### config.mk
export PLATFORM = sky130hd
export DESIGN_NAME = i2c_burst_rx
export DESIGN_NICKNAME = d
export VERILOG_FILES = /design/src/rtl/rxb_pkg.sv /design/src/rtl/rxb_fifo.sv /design/src/rtl/rxb_seq.sv /design/src/rtl/rxb_flag.sv /design/src/rtl/i2c_burst_rx.sv
export SDC_FILE = /design/constraint.sdc
export NUM_CORES = 1
export LEC_CHECK = 0
export BUFFER_PORTS_ARGS = -buffer_cell sky130_fd_sc_hd__buf_4
export CORE_ASPECT_RATIO = 0.8
export CORE_MARGIN = 3
export CORE_UTILIZATION = 46
export DETAILED_ROUTE_END_ITERATION = 10
export SYNTH_ARGS = -nofsm -noshare
export SYNTH_HDL_FRONTEND = slang
export SYNTH_SLANG_ARGS = --single-unit
### constraint.sdc
create_clock -name clk -period 2.95 [get_ports clk]
set_clock_uncertainty 0.15 [all_clocks]
set_input_delay 0.59 -clock clk [delete_from_list [all_inputs] [get_ports clk]]
set_output_delay 0.59 -clock clk [all_outputs]
set_load 0.1 [all_outputs]
### src/rtl/rxb_pkg.sv
package rxb_pkg;
  localparam int CTL_CNT_W     = 7;
  localparam int CTL_NAK_BIT   = 7;
  localparam int ISR_RDONE_BIT = 4;

  typedef enum logic [1:0] {
    ST_IDLE = 2'd0,
    ST_GAP  = 2'd1,
    ST_REQ  = 2'd2
  } seq_st_e;
endpackage

### src/rtl/rxb_fifo.sv
module rxb_fifo #(
  parameter int DW    = 8,
  parameter int DEPTH = 64
) (
  input  logic          clk,
  input  logic          rst_n,
  input  logic          push,
  input  logic [DW-1:0] push_data,
  input  logic          pop,
  output logic [DW-1:0] head,
  output logic          empty,
  output logic          full
);
  localparam int PTR_W = $clog2(DEPTH);

  logic [DW-1:0] mem [DEPTH];
  logic [PTR_W:0] wptr_q, rptr_q, wptr_d, rptr_d;
  logic do_push, do_pop;

  assign empty   = (wptr_q == rptr_q);
  assign full    = (wptr_q[PTR_W-1:0] == rptr_q[PTR_W-1:0]) &&
                   (wptr_q[PTR_W] != rptr_q[PTR_W]);
  assign do_push = push && !full;
  assign do_pop  = pop && !empty;

  always_comb begin
    wptr_d = wptr_q;
    rptr_d = rptr_q;
    if (do_push) wptr_d = wptr_q + 1'b1;
    if (do_pop)  rptr_d = rptr_q + 1'b1;
  end

  always_ff @(posedge clk or negedge rst_n) begin
    if (!rst_n) begin
      wptr_q <= '0;
      rptr_q <= '0;
    end else begin
      wptr_q <= wptr_d;
      rptr_q <= rptr_d;
    end
  end

  always_ff @(posedge clk) begin
    if (do_push) mem[wptr_q[PTR_W-1:0]] <= push_data;
  end

  assign head = empty ? '0 : mem[rptr_q[PTR_W-1:0]];
endmodule

### src/rtl/rxb_seq.sv
module rxb_seq
  import rxb_pkg::*;
#(
  parameter int DW    = 8,
  parameter int DEPTH = 64
) (
  input  logic                 clk,
  input  logic                 rst_n,
  input  logic                 ctl_wr,
  input  logic [CTL_CNT_W:0]   ctl_wdata,
  input  logic                 q_full,
  output logic                 brx_req,
  output logic                 brx_nak,
  input  logic                 brx_done,
  input  logic [DW-1:0]        brx_data,
  output logic                 push,
  output logic [DW-1:0]        push_data,
  output logic                 run_end,
  output logic                 busy
);
  localparam int LEFT_W = $clog2(DEPTH + 1);

  seq_st_e st_q, st_d;
  logic [LEFT_W-1:0] left_q, left_d;
  logic nlast_q, nlast_d;
  logic [LEFT_W-1:0] cnt_clamped;
  int unsigned field_n;
  logic last_byte;

  always_comb begin
    field_n = int'(ctl_wdata[CTL_CNT_W-1:0]);
    if (field_n > DEPTH) cnt_clamped = LEFT_W'(DEPTH);
    else                 cnt_clamped = LEFT_W'(field_n);
  end

  assign last_byte = (left_q == LEFT_W'(1));
  assign busy      = (st_q != ST_IDLE);
  assign brx_req   = (st_q == ST_REQ);
  assign brx_nak   = nlast_q && last_byte;
  assign push      = brx_req && brx_done;
  assign push_data = brx_data;
  assign run_end   = push && last_byte;

  always_comb begin
    st_d    = st_q;
    left_d  = left_q;
    nlast_d = nlast_q;
    case (st_q)
      ST_IDLE: begin
        if (ctl_wr && (cnt_clamped != '0)) begin
          left_d  = cnt_clamped;
          nlast_d = ctl_wdata[CTL_NAK_BIT];
          st_d    = ST_GAP;
        end
      end
      ST_GAP: begin
        if (!q_full) st_d = ST_REQ;
      end
      ST_REQ: begin
        if (brx_done) begin
          left_d = left_q - 1'b1;
          st_d   = last_byte ? ST_IDLE : ST_GAP;
        end
      end
      default: st_d = ST_IDLE;
    endcase
  end

  always_ff @(posedge clk or negedge rst_n) begin
    if (!rst_n) begin
      st_q    <= ST_IDLE;
      left_q  <= '0;
      nlast_q <= 1'b0;
    end else begin
      st_q    <= st_d;
      left_q  <= left_d;
      nlast_q <= nlast_d;
    end
  end
endmodule

### src/rtl/rxb_flag.sv
module rxb_flag (
  input  logic clk,
  input  logic rst_n,
  input  logic set,
  input  logic clr,
  output logic q
);
  logic q_d;

  always_comb begin
    q_d = q;
    if (clr) q_d = 1'b0;
    if (set) q_d = 1'b1;
  end

  always_ff @(posedge clk or negedge rst_n) begin
    if (!rst_n) q <= 1'b0;
    else        q <= q_d;
  end
endmodule

### src/rtl/i2c_burst_rx.sv
module i2c_burst_rx
  import rxb_pkg::*;
#(
  parameter int DW    = 8,
  parameter int DEPTH = 64
) (
  input  logic          clk,
  input  logic          rst_n,
  input  logic          ctl_wr,
  input  logic [7:0]    ctl_wdata,
  input  logic          isr_wr,
  input  logic [7:0]    isr_wdata,
  input  logic          rd_pop,
  output logic [DW-1:0] rd_data,
  output logic          rx_empty,
  output logic          rd_done,
  output logic          brx_req,
  output logic          brx_nak,
  input  logic          brx_done,
  input  logic [DW-1:0] brx_data
);
  logic [1:0] rst_sync_q;
  logic rst_ns;
  logic q_push, q_full, run_end, busy;
  logic [DW-1:0] q_wdata;
  logic rdone_clr;
  logic unused_isr_bits;

  always_ff @(posedge clk or negedge rst_n) begin
    if (!rst_n) rst_sync_q <= 2'b00;
    else        rst_sync_q <= {rst_sync_q[0], 1'b1};
  end
  assign rst_ns = rst_sync_q[1];

  assign rdone_clr       = isr_wr && isr_wdata[ISR_RDONE_BIT];
  assign unused_isr_bits = ^{isr_wdata[7:ISR_RDONE_BIT+1], isr_wdata[ISR_RDONE_BIT-1:0]};

  rxb_seq #(.DW(DW), .DEPTH(DEPTH)) u_seq (
    .clk       (clk),
    .rst_n     (rst_ns),
    .ctl_wr    (ctl_wr),
    .ctl_wdata (ctl_wdata),
    .q_full    (q_full),
    .brx_req   (brx_req),
    .brx_nak   (brx_nak),
    .brx_done  (brx_done),
    .brx_data  (brx_data),
    .push      (q_push),
    .push_data (q_wdata),
    .run_end   (run_end),
    .busy      (busy)
  );

  rxb_fifo #(.DW(DW), .DEPTH(DEPTH)) u_fifo (
    .clk       (clk),
    .rst_n     (rst_ns),
    .push      (q_push),
    .push_data (q_wdata),
    .pop       (rd_pop),
    .head      (rd_data),
    .empty     (rx_empty),
    .full      (q_full)
  );

  rxb_flag u_rdone (
    .clk   (clk),
    .rst_n (rst_ns),
    .set   (run_end),
    .clr   (rdone_clr),
    .q     (rd_done)
  );
endmodule

==> flow_metrics.tcl, run 1 <==
set metrics [dict create \
    grt_max_degree 65 \
    worst_slack_ns -0.873 \
    cts_tree "done" \
    coreArea_mm2 0.0459 \
    ys.flop_type "edfxtp_1" \
    finalCritPeriodShare 1.30 \
    port_buffers 34 \
    grt_overflow 0 \
    postSynthCellCount 1083 \
    slew_headroom 0.389 \
    sw_frac_of_total 0.337 \
    maxCapViolCount 0 \
    crit_top_cell "buf_12" \
    ys_types 64 \
    rows 70 \
    wl_met1_um 23400 \
    fin_cells 1979 \
    syn_avg_cell_area_um2 19.8 \
    ant_nets 0 \
    tightest_slew_ns 0.917 \
    wl_met2_um 23400 \
    synth-async-reset-ratio 0.0501 \
    failed_checks "setup timing" \
    num_antenna_cells 0 \
    hold_viol_final 0 \
    crit_path_start_kind "register" \
    area_growth_pct 23.6 \
    combPwrFrac 0.411 \
    track_usage 0.217 \
    fin_tns_setup_ns -6.96 \
    drtIter0Drc 1006 \
    final_util 0.579 \
    routed_wl_um 52300 \
    cts.clk_slew.worst_paths_ns 0.06 \
    yosys.area.top_type "edfxtp_1" \
    p_int_mw 17.7 \
    cp_slowest_cell "dfrtp_4" \
    yosysTopAreaCellShare 0.716 \
    first_pass_iters 5 \
    placed_cells_incl_taps 1854 \
    crit_buf_inv 4 \
    vias 11443 \
    min_period_ns 3.82 \
    status "finished with violations" \
    fp.dieH_um 199 \
    cts_root_buf "clkbuf_16" \
    die_x_um 248 \
    finalSetupViolCount 9 \
    htree_levels 2 \
    cts.sinks 539 \
    pin_count 42 \
    layout-drive-gt1-share 0.385 \
    syn_area_mm2 0.0215 \
    powerDensity_mw_per_mm2 1000 \
    power_frac_clock 0.261 \
    crit_arrival_ns 3.08 \
    wl_per_cell_um 26.4 \
    rsz0062_at_grt "true" \
    route.detailed.drc 0 \
    crit_path_end_kind "primary output" \
    grt_first_pass_wirelength_um 77300 \
    ir_drop_mv 0.874 \
    grt_pass1_vias 11699 \
    yosysWarnings 0 \
    synth-seq-area-share 0.747 \
    synth_edf_count 512 \
    slew_viol_final 0 \
    path_class "register to primary output" \
    hpwl_um 31600 \
    path_cells "buf_12, buf_12, buf_16, mux4_2, a22o_1, a211o_1, a22oi_1, o211ai_1, buf_6" \
    p_total_mw 26.7 \
    die_area_mm2 0.0494 \
    initial_utilization 0.468 \
    antenna_found_initial 0 \
    path_delay_family "compound AO/OA/AOI/OAI gates" \
    required_ns 2.21 \
    layout.nets 1360 \
    ys_ff_latch 539 \
    vias_per_cell 5.78 \
    clk_path_buf_depth 3 \
    clk_latency_ns 0.58 \
    wl_met3_um 4200 \
    numCtsBuffers 53 \
    switching_power_mw 8.99 \
    hp-class "input pin to register" \
    path_max_fanout 6 \
    slowest_delay_ns 0.51 \
    fmax_ghz 0.262 \
    power_frac_seq 0.328 \
    leakage_nw 8.98 \
    maxUsedRoutingLayer "met4" \
    yosys-top-cells-area "edfxtp_1 72%, mux4_2 13%, dfrtp_1 3.1%, mux2i_1 1.7%, nor2_1 1.6%" \
    pre_cts_ws_ns -0.387 \
    routabilityCongestion 0.815 \
    syn-num-nets 1117 \
]
-- synth_stat cells (all sizes together) (3+ instances only) --
cell type and instances:
a22oi 7, nor2 93, nor4 3, o22ai 4, nand2 35, nand3 18
mux2i 37, o221ai 9, a22o 6, or3b 4, dfrtp 27, xnor2 10
buf 49, a32oi 8, a31oi 7, a211o 7, clkbuf 16, ha 4
mux4 123, a221oi 4, o41ai 4, o21ai 14, a21oi 6, edfxtp 512
nand2b 3, o211ai 3, nor2b 3, xor2 10, mux2 5, nand4 5
nand3b 7, inv 11
-- area by class of cell --
| class | count | area [µm²] |
|---|---|---|
| Multi-Input combinational cell | 468 | 5430 |
| Inverter | 11 | 45.0 |
| Sequential cell | 539 | 16100 |
| Clock inverter | 27 | 333 |
| Clock buffer | 69 | 1460 |
| Fill cell | 3447 | 19300 |
| Tap cell | 612 | 766 |
| Timing Repair Buffer | 253 | 2470 |
-- per-layer routing --
metal	vias up	track usage
li1	4933	-
met1	6007	0.328
met2	424	0.320
met3	79	0.0486
met4	0	0.0644
met5	-	0
-- per-stage QoR --
stage	hold WS [ns]	area, µm²
3_3_place_gp	0.193	23900
6_report	0.106	26600
2_1_floorplan	0.144	21600
5_1_grt	0.0911	26600
3_5_place_dp	0.191	23900
4_1_cts	0.0696	26200
-- cells by family (layout without fill, tap and decap cells) --
kind of cell,count (synthesis),in the layout,synth area share
other,1,1,0.000175
DFF,539,539,0.747
and+or+nand+nor,187,187,0.0409
adders and majority gates,4,4,0.00233
muxes,165,165,0.149
xor gates and xnor gates,20,20,0.00815
buffers and inverters,76,360,0.0203
AOI/OAI and AO/OA,91,91,0.0321
-- path summary, 6_finish.rpt --
check	slack [ns]	depth (start not counted)	from	end
max in group asynchronous	1.75	1	rst_sync_q[1]	u_fifo.wptr_q[6]
setup / recovery	-0.87	9	u_fifo.rptr_q[0]	rd_data[2]
setup reg to reg	0.05	11	u_fifo.rptr_q[0]	u_fifo.mem[59][7]
hold reg to reg	0.20	0	rst_sync_q[0]	rst_sync_q[1]
min in group asynchronous	0.18	2	rst_n	rst_sync_q[1]
hold / removal	0.11	2	brx_done	u_seq.st_q[1]
-- placed cells by master, fill, tap and decap left out, types with 8 or more instances in the layout --
master,count
buf_12,28
buf_4,190
buf_6,26
bufinv_16,8
clkbuf_1,9
clkbuf_16,54
clkinv_1,10
dfrtp_1,25
edfxtp_1,512
mux2i_1,33
mux4_2,123
nand2_1,32
nand3_1,13
nor2_1,83
o21ai_0,11
xnor2_1,10
xor2_1,9
-- sequential cells by signal, indices dropped and copies added, names as in the netlist --
name and flops:
rst_sync_q 2, u_fifo.rptr_q 7, u_fifo.wptr_q 7, u_fifo.mem 512, u_seq.st_q 2, u_rdone.q 1
u_seq.nlast_q 1, u_seq.left_q 7
-- power groups by stage --
stage	Combinational (mW)	Sequential [mW]	Clock, mW
global route	11.5	8.75	7.43
CTS	10.5	8.73	7.09
detailed placement	9.44	8.92	0
floorplan	6.13	8.83	0
finish	11.0	8.74	6.97
global placement	9.40	8.91	0
-- what timing repair did --
item                                   in CTS  in global routing
cloned                                      3                  1
endpoints found under the hold margin       2                  0
setup endpoints to repair                  15                425
gates resized for setup                    62                 57
hold buffers                                1                  0
buffers inserted                           14                 13
pin swaps                                  16                 19
Note: power is estimated with default switching activity, not from simulation.
==> inputs of run 2 (changes only) <==
--- a/config.mk
+++ b/config.mk
@@ -6,7 +6,6 @@
 export NUM_CORES = 1
 export LEC_CHECK = 0
 export BUFFER_PORTS_ARGS = -buffer_cell sky130_fd_sc_hd__buf_4
-export CORE_ASPECT_RATIO = 0.8
 export CORE_MARGIN = 3
 export CORE_UTILIZATION = 46
 export DETAILED_ROUTE_END_ITERATION = 10
==> run 2 against run 1 <==
- the run still ends with setup timing left
- sequential power increased by 0.6%
- sequential cell count unchanged
- register-to-register slack lost 0.10 ns
- first-iteration DRC count grew 15%
- combinational power about the same
- cell area is 2.3% higher
- clock power fell by 3.0%
- power down 0.61%
- critical path type unchanged
- largest power group unchanged
==> flow_metrics.tcl, run 2 (synthesized netlist as in run 1, its figures left out) <==
set metrics [dict create \
    path_max_fanout 6 \
    first_pass_iters 5 \
    placed_cells_incl_taps 1864 \
    finalCritPeriodShare 1.30 \
    die_area_mm2 0.0493 \
    route.detailed.drc 0 \
    powerDensity_mw_per_mm2 975 \
    fp.dieH_um 222 \
    status "finished with violations" \
    cts.clk_slew.worst_paths_ns 0.06 \
    p_int_mw 17.5 \
    clk_latency_ns 0.60 \
    crit_buf_inv 3 \
    power_frac_seq 0.331 \
    numCtsBuffers 54 \
    pin_count 42 \
    cp_slowest_cell "mux4_2" \
    final_util 0.594 \
    required_ns 2.21 \
    crit_start "u_fifo.rptr_q[0]" \
    finalSetupViolCount 90 \
    final_common_cell "edfxtp_1" \
    mostFrequentLayoutCells "512 x edfxtp_1, 161 x buf_4, 122 x mux4_2, 65 x buf_6, 61 x clkbuf_16" \
    path_delay_family "compound AO/OA/AOI/OAI gates" \
    rows 78 \
    grt_max_degree 65 \
    cts_tree "done" \
    wl_per_cell_um 26.2 \
    layout-drive-gt1-share 0.421 \
    crit_path_end_kind "primary output" \
    path_class "register to primary output" \
    switching_power_mw 9.01 \
    routabilityCongestion 0.849 \
    hpwl_um 31900 \
    vias_per_cell 5.79 \
    ir_drop_mv 1.22 \
    antenna_found_initial 0 \
    grt_overflow 0 \
    grt_pass1_vias 11678 \
    hold_start "ctl_wdata[7]" \
    area_growth_pct 26.5 \
    routed_wl_um 52200 \
    crit_top_cell "buf_6" \
    slowest_delay_ns 0.50 \
    hp-class "input pin to register" \
    power_frac_clock 0.255 \
    track_usage 0.210 \
    nFillCells 3241 \
    grt_first_pass_wirelength_um 76500 \
    leakage_nw 9.14 \
    rsz0062_at_grt "true" \
    tightest_slew_ns 0.979 \
    htree_levels 2 \
    fin_cells 1994 \
    r2r_start "u_fifo.rptr_q[0]" \
    num_antenna_cells 0 \
    slew_headroom 0.348 \
    fmax_ghz 0.260 \
    worst_slack_ns -0.896 \
    path_cells "buf_12, buf_6, mux4_2, a22o_1, a211o_1, a22oi_2, o211ai_1, buf_6" \
    initial_utilization 0.469 \
    slew_viol_final 0 \
    ant_nets 0 \
    crit_arrival_ns 3.11 \
    maxCapViolCount 0 \
    die_x_um 222 \
    hold_ws_ns 0.0864 \
    hold_viol_final 0 \
    pre_cts_ws_ns -0.508 \
    crit_path_start_kind "register" \
    combPwrFrac 0.414 \
    sw_frac_of_total 0.340 \
    cts_root_buf "clkbuf_16" \
    p_total_mw 26.5 \
    port_buffers 34 \
    largest_register_ffs 512 \
    cts.sinks 539 \
    failed_checks "setup timing" \
    drtIter0Drc 1154 \
    clk_path_buf_depth 3 \
    coreArea_mm2 0.0458 \
    layout.nets 1383 \
    vias 11543 \
    min_period_ns 3.85 \
]
==> run 2: changes by cell type in the layout (fill, tap and decap cells not counted), sizes merged <==
cell      change
clkinvlp      +1
bufinv        -4
clkbuf       +11
buf          +19
==> run 2: worst paths after layout <==
path	endpoint	slack (ns)	cells past startpoint
min	u_seq.nlast_q	0.09	2
min in group asynchronous	rst_sync_q[1]	0.16	2
max	rd_data[0]	-0.90	8
min reg2reg	rst_sync_q[1]	0.20	0
max reg2reg	u_fifo.mem[3][5]	-0.05	12
max in group asynchronous	u_fifo.rptr_q[0]	1.68	0
==> run 2: per-stage QoR <==
step	cell area, µm²	setup TNS (ns)
after floorplan	21600	-3.90
after global placement	24000	-41.75
after detailed placement	24000	-49.20
after CTS	26300	-13.33
after global routing	27200	-20.73
final	27200	-8.60
==> run 2: timing repair <==
item / 4_1_cts / 5_1_grt
gates cloned: 1 / 4
resized for setup: 89 / 167
setup endpoints to repair: 458 / 458
hold buffers: 1 / 0
hold endpoints to repair: 2 / 0
buffers inserted: 12 / 15
pin swaps: 8 / 44
==> run 2: final cells by class <==
type / count / area [µm²] / area share
multi-input combinational: 468 / 5680 / 0.209
inverter: 11 / 45.0 / 0.00166
sequential: 539 / 16100 / 0.591
clock buffer: 77 / 1530 / 0.0563
clock inverter: 24 / 226 / 0.00833
timing repair buffer: 275 / 2900 / 0.107
tap: 600 / 751 / 0.0276
==> run 2: power groups by stage <==
stage / Combinational, mW / Clock, mW / Sequential, mW
floorplan: 6.13 / 0 / 8.83
global placement: 9.58 / 0 / 8.93
detailed placement: 9.62 / 0 / 8.94
CTS: 10.3 / 6.89 / 8.77
global route: 11.5 / 7.21 / 8.80
finish: 11.0 / 6.76 / 8.79
==> run 2: routing by layer <==
layer / GRT usage / part of all wire / up-vias / routed length (µm)
met4: 0.0731 / 0.030 / 0 / 1590
li1: - / - / 4988 / -
met1: 0.306 / 0.44 / 6070 / 22800
met2: 0.323 / 0.47 / 387 / 24700
met5: 0 / 0 / - / 0
met3: 0.0383 / 0.061 / 98 / 3160
